===== config.mk =====
export PLATFORM = sky130hd
export DESIGN_NAME = remap_l2p
export DESIGN_NICKNAME = d
export VERILOG_FILES = /design/src/rtl/remap_pkg.sv /design/src/rtl/remap_bad_table.sv /design/src/rtl/remap_map_table.sv /design/src/rtl/remap_spare_pool.sv /design/src/rtl/remap_ctrl.sv /design/src/rtl/remap_l2p.sv
export SDC_FILE = /design/constraint.sdc
export NUM_CORES = 1
export LEC_CHECK = 0
export BUFFER_PORTS_ARGS = -buffer_cell sky130_fd_sc_hd__buf_4
export CAP_MARGIN = 20
export CORE_MARGIN = 2
export CORE_UTILIZATION = 40
export DETAILED_ROUTE_END_ITERATION = 6
export GPL_ROUTABILITY_DRIVEN = 0
export GPL_TIMING_DRIVEN = 0
export PLACE_DENSITY_LB_ADDON = 0.05
export SLEW_MARGIN = 20
export SYNTH_ARGS = -nofsm -noshare
export SYNTH_HDL_FRONTEND = slang
export SYNTH_HIERARCHICAL = 1
export SYNTH_SLANG_ARGS = --single-unit

===== constraint.sdc =====
create_clock -name clk -period 8.6 [get_ports clk]
set_input_delay 0.43 -clock clk [delete_from_list [all_inputs] [get_ports clk]]
set_output_delay 0.43 -clock clk [all_outputs]
set_load 0.05 [all_outputs]

===== src/rtl/remap_pkg.sv =====
package remap_pkg;
   typedef enum logic [1:0] {
      ST_LOAD  = 2'd0,
      ST_BUILD = 2'd1,
      ST_SCAN  = 2'd2,
      ST_RUN   = 2'd3
   } remap_state_e;
endpackage


===== src/rtl/remap_bad_table.sv =====
module remap_bad_table #(
   parameter int N_PHY = 24,
   localparam int PW = $clog2(N_PHY)
) (
   input  logic             clk,
   input  logic             rst_n,
   input  logic             set_en,
   input  logic [PW-1:0]    set_idx,
   output logic [N_PHY-1:0] bad_vec
);
   logic [N_PHY-1:0] bad_q;

   for (genvar g = 0; g < N_PHY; g++) begin : g_bit
      always_ff @(posedge clk or negedge rst_n) begin
         if (!rst_n)
            bad_q[g] <= 1'b0;
         else if (set_en && (set_idx == PW'(g)))
            bad_q[g] <= 1'b1;
      end
   end

   assign bad_vec = bad_q;
endmodule


===== src/rtl/remap_map_table.sv =====
module remap_map_table #(
   parameter int N_LOG = 16,
   parameter int N_PHY = 24,
   localparam int LW = $clog2(N_LOG),
   localparam int PW = $clog2(N_PHY)
) (
   input  logic          clk,
   input  logic          rst_n,
   input  logic          we,
   input  logic [LW-1:0] waddr,
   input  logic [PW-1:0] wdata,
   input  logic [LW-1:0] raddr_a,
   output logic [PW-1:0] rdata_a,
   input  logic [LW-1:0] raddr_b,
   output logic [PW-1:0] rdata_b
);
   logic [PW-1:0] map_q [N_LOG];

   for (genvar g = 0; g < N_LOG; g++) begin : g_ent
      always_ff @(posedge clk or negedge rst_n) begin
         if (!rst_n)
            map_q[g] <= PW'(g);
         else if (we && (waddr == LW'(g)))
            map_q[g] <= wdata;
      end
   end

   assign rdata_a = map_q[raddr_a];
   assign rdata_b = map_q[raddr_b];
endmodule


===== src/rtl/remap_spare_pool.sv =====
module remap_spare_pool #(
   parameter int N_LOG          = 16,
   parameter int N_SPARE        = 8,
   parameter bit SCAN_ONE_CYCLE = 1'b0,
   localparam int N_PHY = N_LOG + N_SPARE,
   localparam int PW    = $clog2(N_PHY),
   localparam int PTRW  = $clog2(N_PHY + 1)
) (
   input  logic             clk,
   input  logic             rst_n,
   input  logic [N_PHY-1:0] bad_vec,
   input  logic             step,
   output logic             cand_ok,
   output logic [PW-1:0]    cand_idx,
   output logic             none_left,
   output logic [PTRW-1:0]  ptr_o
);
   logic [PTRW-1:0] ptr_q;
   logic            any_left;

   // Any good spare at or above the allocation pointer.
   always_comb begin
      any_left = 1'b0;
      for (int j = N_LOG; j < N_PHY; j++)
         if ((PTRW'(j) >= ptr_q) && !bad_vec[j])
            any_left = 1'b1;
   end
   assign none_left = !any_left;

   if (SCAN_ONE_CYCLE) begin : g_prio
      // Priority search: the lowest good spare is found in one cycle.
      always_comb begin
         cand_ok  = 1'b0;
         cand_idx = '0;
         for (int j = N_PHY - 1; j >= N_LOG; j--)
            if ((PTRW'(j) >= ptr_q) && !bad_vec[j]) begin
               cand_ok  = 1'b1;
               cand_idx = PW'(j);
            end
      end
   end else begin : g_walk
      // Walk: one spare is examined per cycle.
      always_comb begin
         cand_ok  = 1'b0;
         cand_idx = '0;
         for (int j = N_LOG; j < N_PHY; j++)
            if (ptr_q == PTRW'(j)) begin
               cand_ok  = !bad_vec[j];
               cand_idx = PW'(j);
            end
      end
   end

   always_ff @(posedge clk or negedge rst_n) begin
      if (!rst_n)
         ptr_q <= PTRW'(N_LOG);
      else if (step)
         ptr_q <= cand_ok ? (PTRW'(cand_idx) + PTRW'(1)) : (ptr_q + PTRW'(1));
   end

   assign ptr_o = ptr_q;
endmodule


===== src/rtl/remap_ctrl.sv =====
module remap_ctrl
   import remap_pkg::*;
#(
   parameter int N_LOG   = 16,
   parameter int N_SPARE = 8,
   localparam int N_PHY = N_LOG + N_SPARE,
   localparam int LW    = $clog2(N_LOG),
   localparam int PW    = $clog2(N_PHY)
) (
   input  logic             clk,
   input  logic             rst_n,
   input  logic             init_mark_valid,
   input  logic [PW-1:0]    init_mark_pblk,
   input  logic             init_done,
   input  logic             fail_valid,
   input  logic [LW-1:0]    fail_lblk,
   input  logic [PW-1:0]    rd_b_data,
   input  logic [N_PHY-1:0] bad_vec,
   input  logic             cand_ok,
   input  logic [PW-1:0]    cand_idx,
   input  logic             none_left,
   output logic [LW-1:0]    rd_b_addr,
   output logic             map_we,
   output logic [LW-1:0]    map_waddr,
   output logic [PW-1:0]    map_wdata,
   output logic             bad_set_en,
   output logic [PW-1:0]    bad_set_idx,
   output logic             step,
   output logic             req_ready,
   output logic             write_protect
);
   localparam logic [LW-1:0] LAST_LBLK = LW'(N_LOG - 1);

   remap_state_e state_q, state_d;
   logic [LW-1:0] bld_q, bld_d;
   logic [LW-1:0] tgt_q, tgt_d;
   logic          from_bld_q, from_bld_d;
   logic          ro_q;
   logic          cur_bad;
   logic          retire;

   assign req_ready = (state_q == ST_RUN);
   assign cur_bad   = bad_vec[rd_b_data];
   assign retire    = req_ready && fail_valid && !cur_bad && !none_left;

   always_comb begin
      unique case (state_q)
         ST_RUN:   rd_b_addr = fail_lblk;
         ST_BUILD: rd_b_addr = bld_q;
         default:  rd_b_addr = tgt_q;
      endcase
   end

   always_comb begin
      state_d     = state_q;
      bld_d       = bld_q;
      tgt_d       = tgt_q;
      from_bld_d  = from_bld_q;
      map_we      = 1'b0;
      map_waddr   = tgt_q;
      map_wdata   = cand_idx;
      bad_set_en  = 1'b0;
      bad_set_idx = init_mark_pblk;
      step        = 1'b0;
      unique case (state_q)
         ST_LOAD: begin
            bad_set_en = init_mark_valid;
            if (init_done) begin
               state_d = ST_BUILD;
               bld_d   = '0;
            end
         end
         ST_BUILD: begin
            if (cur_bad && !none_left) begin
               state_d    = ST_SCAN;
               tgt_d      = bld_q;
               from_bld_d = 1'b1;
            end else if (bld_q == LAST_LBLK) begin
               state_d = ST_RUN;
            end else begin
               bld_d = bld_q + LW'(1);
            end
         end
         ST_SCAN: begin
            step = 1'b1;
            if (cand_ok) begin
               map_we = 1'b1;
               if (!from_bld_q)
                  state_d = ST_RUN;
               else if (tgt_q == LAST_LBLK)
                  state_d = ST_RUN;
               else begin
                  state_d = ST_BUILD;
                  bld_d   = tgt_q + LW'(1);
               end
            end
         end
         ST_RUN: begin
            if (retire) begin
               bad_set_en  = 1'b1;
               bad_set_idx = rd_b_data;
               tgt_d       = fail_lblk;
               from_bld_d  = 1'b0;
               state_d     = ST_SCAN;
            end
         end
         default: state_d = ST_LOAD;
      endcase
   end

   always_ff @(posedge clk or negedge rst_n) begin
      if (!rst_n) begin
         state_q    <= ST_LOAD;
         bld_q      <= '0;
         tgt_q      <= '0;
         from_bld_q <= 1'b0;
         ro_q       <= 1'b0;
      end else begin
         state_q    <= state_d;
         bld_q      <= bld_d;
         tgt_q      <= tgt_d;
         from_bld_q <= from_bld_d;
         if ((state_q != ST_LOAD) && none_left)
            ro_q <= 1'b1;
      end
   end

   assign write_protect = ro_q || ((state_q != ST_LOAD) && none_left);
endmodule


===== src/rtl/remap_l2p.sv =====
module remap_l2p #(
   parameter int N_LOG          = 16,
   parameter int N_SPARE        = 8,
   parameter bit SCAN_ONE_CYCLE = 1'b0,
   localparam int N_PHY = N_LOG + N_SPARE,
   localparam int LW    = $clog2(N_LOG),
   localparam int PW    = $clog2(N_PHY),
   localparam int PTRW  = $clog2(N_PHY + 1)
) (
   input  logic          clk,
   input  logic          rst_n,
   input  logic          init_mark_valid,
   input  logic [PW-1:0] init_mark_pblk,
   input  logic          init_done,
   input  logic          lk_valid,
   input  logic [LW-1:0] lk_lblk,
   output logic          lk_ready,
   output logic          rsp_valid,
   output logic [PW-1:0] rsp_pblk,
   output logic          rsp_bad,
   input  logic          fail_valid,
   input  logic [LW-1:0] fail_lblk,
   output logic          fail_ready,
   output logic          write_protect
);
   if (N_LOG < 2) begin : g_cfg_log
      $error("remap_l2p: N_LOG must be at least 2");
   end
   if (N_SPARE < 1) begin : g_cfg_spare
      $error("remap_l2p: N_SPARE must be at least 1");
   end
   if ((1 << LW) != N_LOG) begin : g_cfg_pow2
      $error("remap_l2p: N_LOG must be a power of two");
   end

   logic [N_PHY-1:0] bad_vec;
   logic [PW-1:0]    rd_a_data, rd_b_data;
   logic [LW-1:0]    rd_b_addr;
   logic             map_we;
   logic [LW-1:0]    map_waddr;
   logic [PW-1:0]    map_wdata;
   logic             bad_set_en;
   logic [PW-1:0]    bad_set_idx;
   logic             step, cand_ok, none_left, req_ready;
   logic [PW-1:0]    cand_idx;
   logic [PTRW-1:0]  spare_ptr;
   logic             lk_acc;

   remap_bad_table #(.N_PHY(N_PHY)) u_bad (
      .clk(clk), .rst_n(rst_n),
      .set_en(bad_set_en), .set_idx(bad_set_idx),
      .bad_vec(bad_vec)
   );

   remap_map_table #(.N_LOG(N_LOG), .N_PHY(N_PHY)) u_map (
      .clk(clk), .rst_n(rst_n),
      .we(map_we), .waddr(map_waddr), .wdata(map_wdata),
      .raddr_a(lk_lblk), .rdata_a(rd_a_data),
      .raddr_b(rd_b_addr), .rdata_b(rd_b_data)
   );

   remap_spare_pool #(
      .N_LOG(N_LOG), .N_SPARE(N_SPARE), .SCAN_ONE_CYCLE(SCAN_ONE_CYCLE)
   ) u_pool (
      .clk(clk), .rst_n(rst_n), .bad_vec(bad_vec), .step(step),
      .cand_ok(cand_ok), .cand_idx(cand_idx),
      .none_left(none_left), .ptr_o(spare_ptr)
   );

   remap_ctrl #(.N_LOG(N_LOG), .N_SPARE(N_SPARE)) u_ctrl (
      .clk(clk), .rst_n(rst_n),
      .init_mark_valid(init_mark_valid), .init_mark_pblk(init_mark_pblk),
      .init_done(init_done),
      .fail_valid(fail_valid), .fail_lblk(fail_lblk),
      .rd_b_data(rd_b_data), .bad_vec(bad_vec),
      .cand_ok(cand_ok), .cand_idx(cand_idx), .none_left(none_left),
      .rd_b_addr(rd_b_addr),
      .map_we(map_we), .map_waddr(map_waddr), .map_wdata(map_wdata),
      .bad_set_en(bad_set_en), .bad_set_idx(bad_set_idx),
      .step(step), .req_ready(req_ready), .write_protect(write_protect)
   );

   assign lk_ready   = req_ready;
   assign fail_ready = req_ready;
   assign lk_acc     = lk_valid && req_ready;

   always_ff @(posedge clk or negedge rst_n) begin
      if (!rst_n) begin
         rsp_valid <= 1'b0;
         rsp_pblk  <= '0;
         rsp_bad   <= 1'b0;
      end else begin
         rsp_valid <= lk_acc;
         if (lk_acc) begin
            rsp_pblk <= rd_a_data;
            rsp_bad  <= bad_vec[rd_a_data];
         end
      end
   end
endmodule


==> results of run 1 <==
==> placed cells by master, fill, tap and decap left out, types with 20 or more instances in the layout <==
cell | Yosys | layout
dfrtp_1 | 95 | 95
mux2_2 | 81 | 81
nor2_1 | 28 | 28
nand2_1 | 39 | 39
dfstp_2 | 33 | 33
mux2i_1 | 20 | 20
buf_4 | 10 | 35
nand3_1 | 26 | 26
mux4_2 | 41 | 41
==> area by class of cell <==
type	instances	area [sq um]	share of cell area [%]
buffer	40	254	2.92
sequential	128	3240	37.3
clock inverter	15	160	1.84
clock buffer	17	425	4.89
inverter	14	52.6	0.604
timing repair buffer	28	240	2.76
multi-input combinational	433	4030	46.3
tap	234	293	3.36
==> registers in the layout (all words and copies together) (netlist names) <==
register           flops
u_ctrl/ro_q            1
u_ctrl/map_waddr       4
rsp_pblk               5
rsp_valid              1
rsp_bad                1
u_pool/ptr_o           5
u_map/map_q           80
u_ctrl/state_q         2
u_bad/bad_vec         24
u_ctrl/from_bld_q      1
u_ctrl/bld_q           4
==> power by group through the flow <==
stage	Combinational [mW]	Clock [mW]	Sequential (mW)
finish	1.12	0.727	0.861
global route	1.23	0.776	0.880
floorplan	0.821	0	0.835
detailed placement	1.12	0	0.868
global placement	1.10	0	0.865
CTS	1.12	0.748	0.860
==> critical path: cells and delay by family (launching register included) <==
family | cells | cell delay (ns)
AND/OR/NAND/NOR | 5 | 1.20
multiplexers | 2 | 0.74
adder cells (fa/ha/maj) | 1 | 0.41
AO/OA/AOI/OAI | 6 | 1.79
flip-flops | 1 | 0.43
buffers and inverters | 4 | 1.34
==> layer usage <==
metal	up-vias	track usage [%]	routed length (um)
met1	2793	29.7	9550
met5	-	0	0
met3	34	4.76	755
met4	0	7.58	439
met2	126	34.8	9850
li1	2433	-	-
==> final timing paths <==
path / endpoint / startpoint / slack [ns] / cells past startpoint
hold reg to reg: u_ctrl/ro_q / u_ctrl/ro_q / 0.46 / 1
setup reg to reg: u_bad/bad_vec[3] / u_ctrl/state_q[1] / 2.62 / 18
hold / removal: u_ctrl/map_waddr[2] / fail_lblk[2] / 0.44 / 4
max in group asynchronous: u_map/map_q[41] / rst_n / 7.34 / 3
setup / recovery: u_bad/bad_vec[3] / u_ctrl/state_q[1] / 2.62 / 18
min in group asynchronous: u_bad/bad_vec[1] / rst_n / 0.45 / 2
==> per-stage QoR <==
stage	total power, mW	worst slack (ns)	hold slack, ns
final	2.71	2.62	0.439
after global routing	2.88	2.36	0.444
after CTS	2.73	2.66	0.433
after detailed placement	1.99	2.67	0.310
after global placement	1.97	2.80	0.444
after floorplan	1.66	3.77	0.134
==> cells by family after synthesis <==
group                      count (synthesis)
muxes                                    156
adders and majority gates                  6
xor gates and xnor gates                   5
other                                      1
buffers and inverters                     54
and+or+nand+nor                          152
AOI/OAI and AO/OA                        113
DFF                                      128
==> timing repair <==
| action | 4_1_cts | 5_1_grt |
|---|---|---|
| hold buffers | 1 | 0 |
| buffers inserted | 0 | 0 |
| endpoints found under the hold margin | 29 | 0 |
==> metrics.cfg, run 1 <==
[run_status]
status=completed

[clock_network]
clockRootBuffer=clkbuf_16
cts_tree=yes
cts_buffers=17
clkLatencyLatePin_ns=0.42
clock_sinks=128
clk_pin_slew_worst_paths_ns=0.06
cts-htree-levels=4
cts_resized=0
clockBufferDepth=2

[yosys]
yosys_warnings=6
ys_ff_latch=128
yosysTopAreaCell=dfrtp_1
ys.flop_type=dfrtp_1
synthTopCellsByArea=dfrtp_1, mux4_2, mux2_2, dfstp_2, mux2i_1
synth_compound_area_share_pct=10.9
synth_commonest_cells=dfrtp_1, mux2_2, mux4_2
synthSimpleGateAreaFrac_pct=11.0
async_flop_share_pct=100
syn_inst=615
synth-edff-count=0
muxShareOfSynthArea_pct=29.8
syn_nets=640
synth_top_family_by_area=multiplexers
yosys.area_share.xor_xnor_pct=0.577
postSynthAreaPerCell_sq_um=12.3
synth_cell_types=74
ys_seq_area_share_pct=42.8
synthesis.area_sq_um=7580
synthAdderAreaFrac_pct=0.990
synth_most_common_cell=dfrtp_1
yosysTopAreaCellShare_pct=31.3

[placed_design]
dpl_cell_area_sq_um=8110
detailed_place_hpwl_um=14700
port_buffers=26
dp.cells=876

[cells_and_area]
final_util_pct=46.7
fin_area_sq_um=8700
diodes=0
finalNetCount=687
syn2layout_area_growth_pct=14.7
nFillCells=1758
drive_gt1_share_pct=37.5
stdcell_count=909

[timing]
max_freq_ghz=0.167
min_period_over_period_pct=69.5
tns_ns=0
clock-skew-final_ns=0.00890
period_needed_ns=5.98
relSlewSlack_pct=51.4
final-hold-violation-count=0
worst_slew_pin_slew_ns=0.728
report.final.slew_viol_count=0
rsz0062_at_grt=no
setup_violations=0

[floorplanning]
dieArea_sq_um=20100
core-area_sq_um=18600
die_w_um=142
pin_count=29
die_h_um=142
num_rows=50
start_util_pct=40.7

[power]
p_switching_mw=1.09
pwr-share-comb_pct=41.4
p_leak_nw=3.81
seqPwrFrac_pct=31.8
power_density_nw_per_um2=311
ir_drop_uv=177
clkPwrFrac_pct=26.8
intPower_mw=1.62
switching_share_pct=40.1

[min_path]
worstHoldPathType=in -> reg

[critical_path]
endpoint_kind=flop
worstSetupPathType=reg -> reg
path_max_fanout=10
worst_setup_path_start_kind=flop
critPathArrivalTime_ns=6.35
critPathRequiredTime_ns=8.97
cp_slowest_stage_delay_ns=0.54
path_common_cell=a22oi_1
cp_slowest_cell=clkbuf_1
cp_cell_sequence=ha_1 > clkbuf_1 > a22oi_1 > nand2_1 > clkbuf_1 > mux4_2 > a22oi_1 > nand3_1 > buf_6 > mux2i_1 > a22oi_1 > a31oi_1 > nor3_2 > nand2b_1 > buf_4 > a21oi_1 > nor4b_2 > a31o_1

[detailed_routing]
detail_route.wirelength_um=20600
vias=5386
firstDrtPassIters=5
ant_nets=0
viasPerCell=5.93
drt_iter0_drc=461
route.detailed.drc=0
avgRoutedWirePerCell_um=22.7

[job]
drv_cap=0

[global_route]
grt_max_degree=99
grt_pass1_vias=5521
track_usage_pct=21.8
grt_pass1_wl_um=32800
overflow=0
antenna_found_initial=0

Note: power is estimated with default switching activity, not from simulation.
==> run 2: changes to the inputs <==
--- a/config.mk
+++ b/config.mk
@@ -5,6 +5,7 @@
 export SDC_FILE = /design/constraint.sdc
 export NUM_CORES = 1
 export LEC_CHECK = 0
+export ABC_AREA = 1
 export BUFFER_PORTS_ARGS = -buffer_cell sky130_fd_sc_hd__buf_4
 export CAP_MARGIN = 20
 export CORE_MARGIN = 2
==> constraint.sdc (replaced) <==
create_clock -name clk -period 5.55 [get_ports clk]
set_input_delay 0.2775 -clock clk [delete_from_list [all_inputs] [get_ports clk]]
set_output_delay 0.2775 -clock clk [all_outputs]
set_load 0.05 [all_outputs]
==> metrics.cfg, run 2 <==
[run_status]
status=completed

[min_path]
min_from=fail_lblk[1]
worstHoldPathType=in -> reg
whs_path_depth=4
min_to=u_ctrl/map_waddr[1]

[yosys]
synthesis.area_sq_um=8180
yosysTopAreaCellShare_pct=29.1
synth-edff-count=0
ys.flop_type=dfrtp_1
postSynthAreaPerCell_sq_um=6.73
synthTopCellsByArea=dfrtp_1, nand2_1, nand3_1, dfstp_2, inv_1
syn_nets=1240
yosys_warnings=6
synth_commonest_cells=nand2_1, nand3_1, inv_1
ys_seq_area_share_pct=39.7
synth_cell_types=41
ys_ff_latch=128
async_flop_share_pct=100
yosysTopAreaCell=dfrtp_1
syn_inst=1215
synth_most_common_cell=nand2_1

[clock_network]
clkLatencyLatePin_ns=0.43
clk_pin_slew_worst_paths_ns=0.06
cts-htree-levels=4
clock_sinks=128
cts_buffers=17
clockRootBuffer=clkbuf_16
clockBufferDepth=2
cts_tree=yes

[cells_and_area]
largest_register=u_map/map_q
multiInputGateArea_sq_um=3900
syn2layout_area_growth_pct=14.6
largest_register_ffs=80
drive_gt1_share_pct=12.9
diodes=0
nFillCells=2165
ff_latch_area_sq_um=3240
mostFrequentLayoutCells=nand2_1, nand3_1, inv_1, dfrtp_1, o21ai_0
final_common_cell=nand2_1
finalNetCount=1288

[timing]
rsz0062_at_grt=no
tns_ns=0
worst_slack_ns=0.411
relSlewSlack_pct=43.2
report.final.slew_viol_count=0
period_needed_ns=5.14
clock-skew-final_ns=0.0201
final-hold-violation-count=0
min_period_over_period_pct=92.6
setup_violations=0
max_freq_ghz=0.195
worst_slew_pin_slew_ns=0.853

[floorplanning]
pin_count=29
dieArea_sq_um=21600
num_rows=52
die_w_um=147
core-area_sq_um=20200
die_h_um=147
start_util_pct=40.5

[power]
switching_share_pct=45.5
p_switching_mw=2.00
clkPwrFrac_pct=26.6
pwr-share-comb_pct=49.0
seqPwrFrac_pct=24.4
p_leak_nw=4.83
intPower_mw=2.39
power_density_nw_per_um2=468
ir_drop_uv=207

[detailed_routing]
detail_route.wirelength_um=25900
viasPerCell=5.12
avgRoutedWirePerCell_um=16.8
drt_iter0_drc=690
ant_nets=0
vias=7911
route.detailed.drc=0
firstDrtPassIters=6

[placed_design]
dp_worst_setup_slack_ns=0.383
port_buffers=27
detailed_place_hpwl_um=18700

[critical_path]
rrSetupSlack_ns=0.41
critical_path_depth=26
worst_setup_path_start_kind=flop
rr_worst_depth=26
crit_buf_inv=8
timing.rr.end=u_bad/bad_vec[17]
regToRegStartpoint=u_ctrl/state_q[1]
worstSetupPathType=reg -> reg
cp_slowest_stage_delay_ns=0.46
critPathArrivalTime_ns=5.50
path_max_fanout=10
critPathRequiredTime_ns=5.91
cp_slowest_cell=dfrtp_1
endpoint_kind=flop
path_delay_family=buffers and inverters

[global_route]
grt_pass1_wl_um=41800
overflow=0
antenna_found_initial=0
track_usage_pct=25.0
grt_max_degree=78
grt_pass1_vias=7464

[job]
drv_cap=0

-- run 2: cell types whose count changed in the layout (fill, tap and decap cells not counted), sizes merged, moves of 7 or more --
cell	before	now
a21o	14	0
a21oi	15	3
a22oi	16	0
clkbuf	35	59
inv	18	195
mux2	92	0
mux2i	20	0
mux4	44	0
nand2	39	422
nand2b	12	0
nand3	26	216
nor2	28	41
nor2b	7	0
o21ai	12	111
-- run 2: worst max path at each step --
stage / slack [ns] / end / startpoint
floorplan: 1.54 / u_bad/bad_vec[23] / u_ctrl/state_q[1]
global placement: 0.42 / u_bad/bad_vec[17] / u_ctrl/state_q[1]
detailed placement: 0.38 / u_bad/bad_vec[17] / u_ctrl/state_q[1]
CTS: 0.32 / u_bad/bad_vec[17] / u_ctrl/state_q[1]
global route: 0.04 / u_bad/bad_vec[2] / u_ctrl/state_q[1]
finish: 0.41 / u_bad/bad_vec[17] / u_ctrl/state_q[1]
-- run 2: logic make-up after synthesis --
| logic type | count (synthesis) | share of synthesized area, % |
|---|---|---|
| other cells | 1 | 0.0459 |
| fa+ha+maj | 6 | 0.918 |
| compound gates | 127 | 8.28 |
| xor+xnor | 4 | 0.429 |
| flops | 128 | 39.7 |
| simple gates | 696 | 38.0 |
| buf+inv | 253 | 12.7 |
-- run 2: worst min-delay path: cells and delay by family --
family                 cells  cell delay (ns)
and+or+nand+nor            1             0.06
buffers and inverters      1             0.07
AOI/OAI and AO/OA          2             0.21
-- run 2: layer usage --
metal  share of wire [%]  wire [um]  track usage (%)  vias up
li1                    -          -                -     3903
met3                 6.0       1560             3.94       46
met5                   0          0                0        -
met4                 2.4        621             7.79        0
met2                  44      11300             37.9      276
met1                  48      12400             36.7     3686
-- run 2: stage by stage --
stage / instances / hold slack [ns] / area (sq um) / util, % / power (mW)
after detailed placement: 1513 / 0.216 / 8750 / 43.4 / 3.19
final: 1546 / 0.233 / 9370 / 46.5 / 4.39
after floorplan: 1215 / -0.0181 / 8180 / - / 2.58
after global routing: 1546 / 0.249 / 9370 / 46.5 / 4.67
after CTS: 1546 / 0.225 / 9370 / 46.5 / 4.38
after global placement: 1512 / 0.453 / 8720 / 43.2 / 3.19
-- run 2: cell type report --
| type | count | share of cell area, % |
|---|---|---|
| Clock buffer | 22 | 5.06 |
| Sequential cell | 128 | 34.6 |
| Inverter | 198 | 7.96 |
| Buffer | 55 | 3.08 |
| Multi-Input combinational cell | 834 | 41.6 |
| Timing Repair Buffer | 29 | 2.64 |
| Tap cell | 270 | 3.60 |
| Clock inverter | 10 | 1.44 |
-- run 2: power by group through the flow --
stage / sequential [mW] / combinational (mW) / clock [mW]
6_report: 1.07 / 2.15 / 1.17
5_1_grt: 1.08 / 2.35 / 1.23
4_1_cts: 1.07 / 2.12 / 1.19
3_5_place_dp: 1.09 / 2.11 / 0
3_3_place_gp: 1.09 / 2.10 / 0
2_1_floorplan: 1.14 / 1.44 / 0
-- run 2: what timing repair did --
action,CTS,global route
hold buffers,1,0
resized for setup,0,1
setup endpoints to repair,0,24
buffers inserted,0,0
endpoints found under the hold margin,30,0
==> run 3: changes to the inputs <==
--- a/config.mk
+++ b/config.mk
@@ -9,7 +9,7 @@
 export BUFFER_PORTS_ARGS = -buffer_cell sky130_fd_sc_hd__buf_4
 export CAP_MARGIN = 20
 export CORE_MARGIN = 2
-export CORE_UTILIZATION = 40
+export CORE_UTILIZATION = 55
 export DETAILED_ROUTE_END_ITERATION = 6
 export GPL_ROUTABILITY_DRIVEN = 0
 export GPL_TIMING_DRIVEN = 0
==> metrics.cfg, run 3 (synthesis gave the netlist of run 2 again) <==
[detailed_routing]
ant_nets=0
route.detailed.drc=0
drt_iter0_drc=1098
detail_route.wirelength_um=23900
viasPerCell=5.54
firstDrtPassIters=6
avgRoutedWirePerCell_um=16.4
vias=8093

[floorplanning]
die_w_um=126
start_util_pct=56.3
pin_count=29
dieArea_sq_um=15900
core-area_sq_um=14500
num_rows=44
die_h_um=126

[clock_network]
cts_buffers=17
clk_pin_slew_worst_paths_ns=0.06
clock_sinks=128
postCtsSetupBuffers=0
clockRootBuffer=clkbuf_16
clockBufferDepth=2
cts_tree=yes
cts-htree-levels=4
clkLatencyLatePin_ns=0.43

[timing]
max_freq_ghz=0.193
worst_slew_pin_slew_ns=0.775
period_needed_ns=5.17
final-hold-violation-count=0
relSlewSlack_pct=48.3
min_period_over_period_pct=93.2
clock-skew-final_ns=0.00926
setup_violations=0
rsz0062_at_grt=no
tns_ns=0
report.final.slew_viol_count=0

[min_path]
worstHoldPathType=in -> reg
min_from=lk_valid
whs_path_depth=6

[cells_and_area]
finalNetCount=1288
multiInputGateArea_sq_um=3900
syn2layout_area_growth_pct=12.8
ff_latch_area_sq_um=3240
drive_gt1_share_pct=12.9
largest_register=u_map/map_q
largest_register_ffs=80
final_common_cell=nand2_1
stdcell_count=1460
diodes=0
mostFrequentLayoutCells=nand2_1, nand3_1, inv_1, dfrtp_1, o21ai_0
nFillCells=1355

[global_route]
grt_max_degree=78
antenna_found_initial=0
grt_pass1_vias=7417
track_usage_pct=30.8
overflow=0
grt_pass1_wl_um=38700

[power]
switching_share_pct=46.0
intPower_mw=2.31
seqPwrFrac_pct=25.0
p_leak_nw=4.80
clkPwrFrac_pct=25.6
p_switching_mw=1.96
power_density_nw_per_um2=463
ir_drop_uv=259
pwr-share-comb_pct=49.4

[job]
drv_cap=0

[critical_path]
rrSetupSlack_ns=0.38
critPathRequiredTime_ns=5.91
endpoint_kind=flop
worstSetupPathType=reg -> reg
worstSetupStartpoint=u_ctrl/state_q[1]
worst_setup_path_start_kind=flop
regToRegStartpoint=u_ctrl/state_q[1]
path_max_fanout=10
rr_worst_depth=26
critPathArrivalTime_ns=5.53

[placed_design]
port_buffers=27
dp.cells=1427
detailed_place_hpwl_um=16800

[run_status]
status=completed

==> run 3: cell count changes in the layout (fill, tap and decap cells not counted), sizes merged <==
| cell | previous run | this run |
|---|---|---|
| clkinv | 9 | 11 |
| bufinv | 3 | 2 |
| inv | 195 | 196 |
| clkinvlp | 1 | 3 |
| clkbuf | 59 | 55 |
==> run 3: final timing paths <==
| path | to |
|---|---|
| max | u_bad/bad_vec[0] |
| min | rsp_bad |
| max reg2reg | u_bad/bad_vec[0] |
| min reg2reg | u_map/map_q[2] |
| max in group asynchronous | u_pool/ptr_o[4] |
| min in group asynchronous | u_map/map_q[73] |
==> run 3: power by group through the flow <==
stage	sequential (mW)	combinational (mW)	clock, mW
6_report	1.07	2.11	1.09
5_1_grt	1.08	2.31	1.15
4_1_cts	1.07	2.05	1.11
3_5_place_dp	1.08	2.04	0
3_3_place_gp	1.08	2.03	0
2_1_floorplan	1.14	1.44	0
==> run 3: repair_timing <==
item | CTS | global route
hold buffers | 1 | 0
endpoints found under the hold margin | 33 | 0
resized for setup | 0 | 0
==> run 3: final cells by class <==
cell class / count / area share (%)
well taps: 184 / 2.50
clock buffers: 18 / 4.65
flip-flops and latches: 128 / 35.2
inverters: 198 / 8.08
repair buffers: 29 / 2.69
multi-input cells: 834 / 42.2
clock inverters: 14 / 1.55
plain buffers: 55 / 3.13
==> run 3: layer usage <==
| layer | wire, um | GRT usage, % | vias up |
|---|---|---|---|
| li1 | - | - | 3912 |
| met1 | 10600 | 44.5 | 3711 |
| met2 | 10200 | 45.3 | 406 |
| met3 | 2270 | 7.09 | 64 |
| met4 | 765 | 11.5 | 0 |
| met5 | 0 | 0 | - |
==> run 3: critical path: stages, from the launching register on <==
cell	delay, ns
dfrtp_1	0.46
ha_1	0.48
clkbuf_1	0.42
nand2_1	0.16
o211ai_1	0.13
clkbuf_1	0.34
inv_1	0.14
clkbuf_1	0.32
nand2_1	0.15
nand3_1	0.11
nand3_1	0.13
nand3_1	0.11
nand2_1	0.12
buf_2	0.26
inv_1	0.17
nand2_1	0.10
nand3_1	0.11
nand3_2	0.10
nand2_2	0.07
nand3_2	0.08
nand2_2	0.09
buf_4	0.18
nand2_1	0.06
nand2_1	0.15
nor2_2	0.44
nand3_1	0.14
nand2_1	0.08
==> run 3: per-stage QoR <==
stage / cell area, sq um / utilization [%] / worst slack [ns] / hold WS [ns] / power, mW
after global placement: 8610 / 59.2 / 0.610 / 0.454 / 3.11
after CTS: 9230 / 63.5 / 0.563 / 0.238 / 4.23
after detailed placement: 8640 / 59.5 / 0.597 / 0.211 / 3.13
after global routing: 9230 / 63.5 / 0.0591 / 0.263 / 4.54
final: 9230 / 63.5 / 0.375 / 0.246 / 4.27
after floorplan: 8180 / - / 1.54 / -0.0181 / 2.58
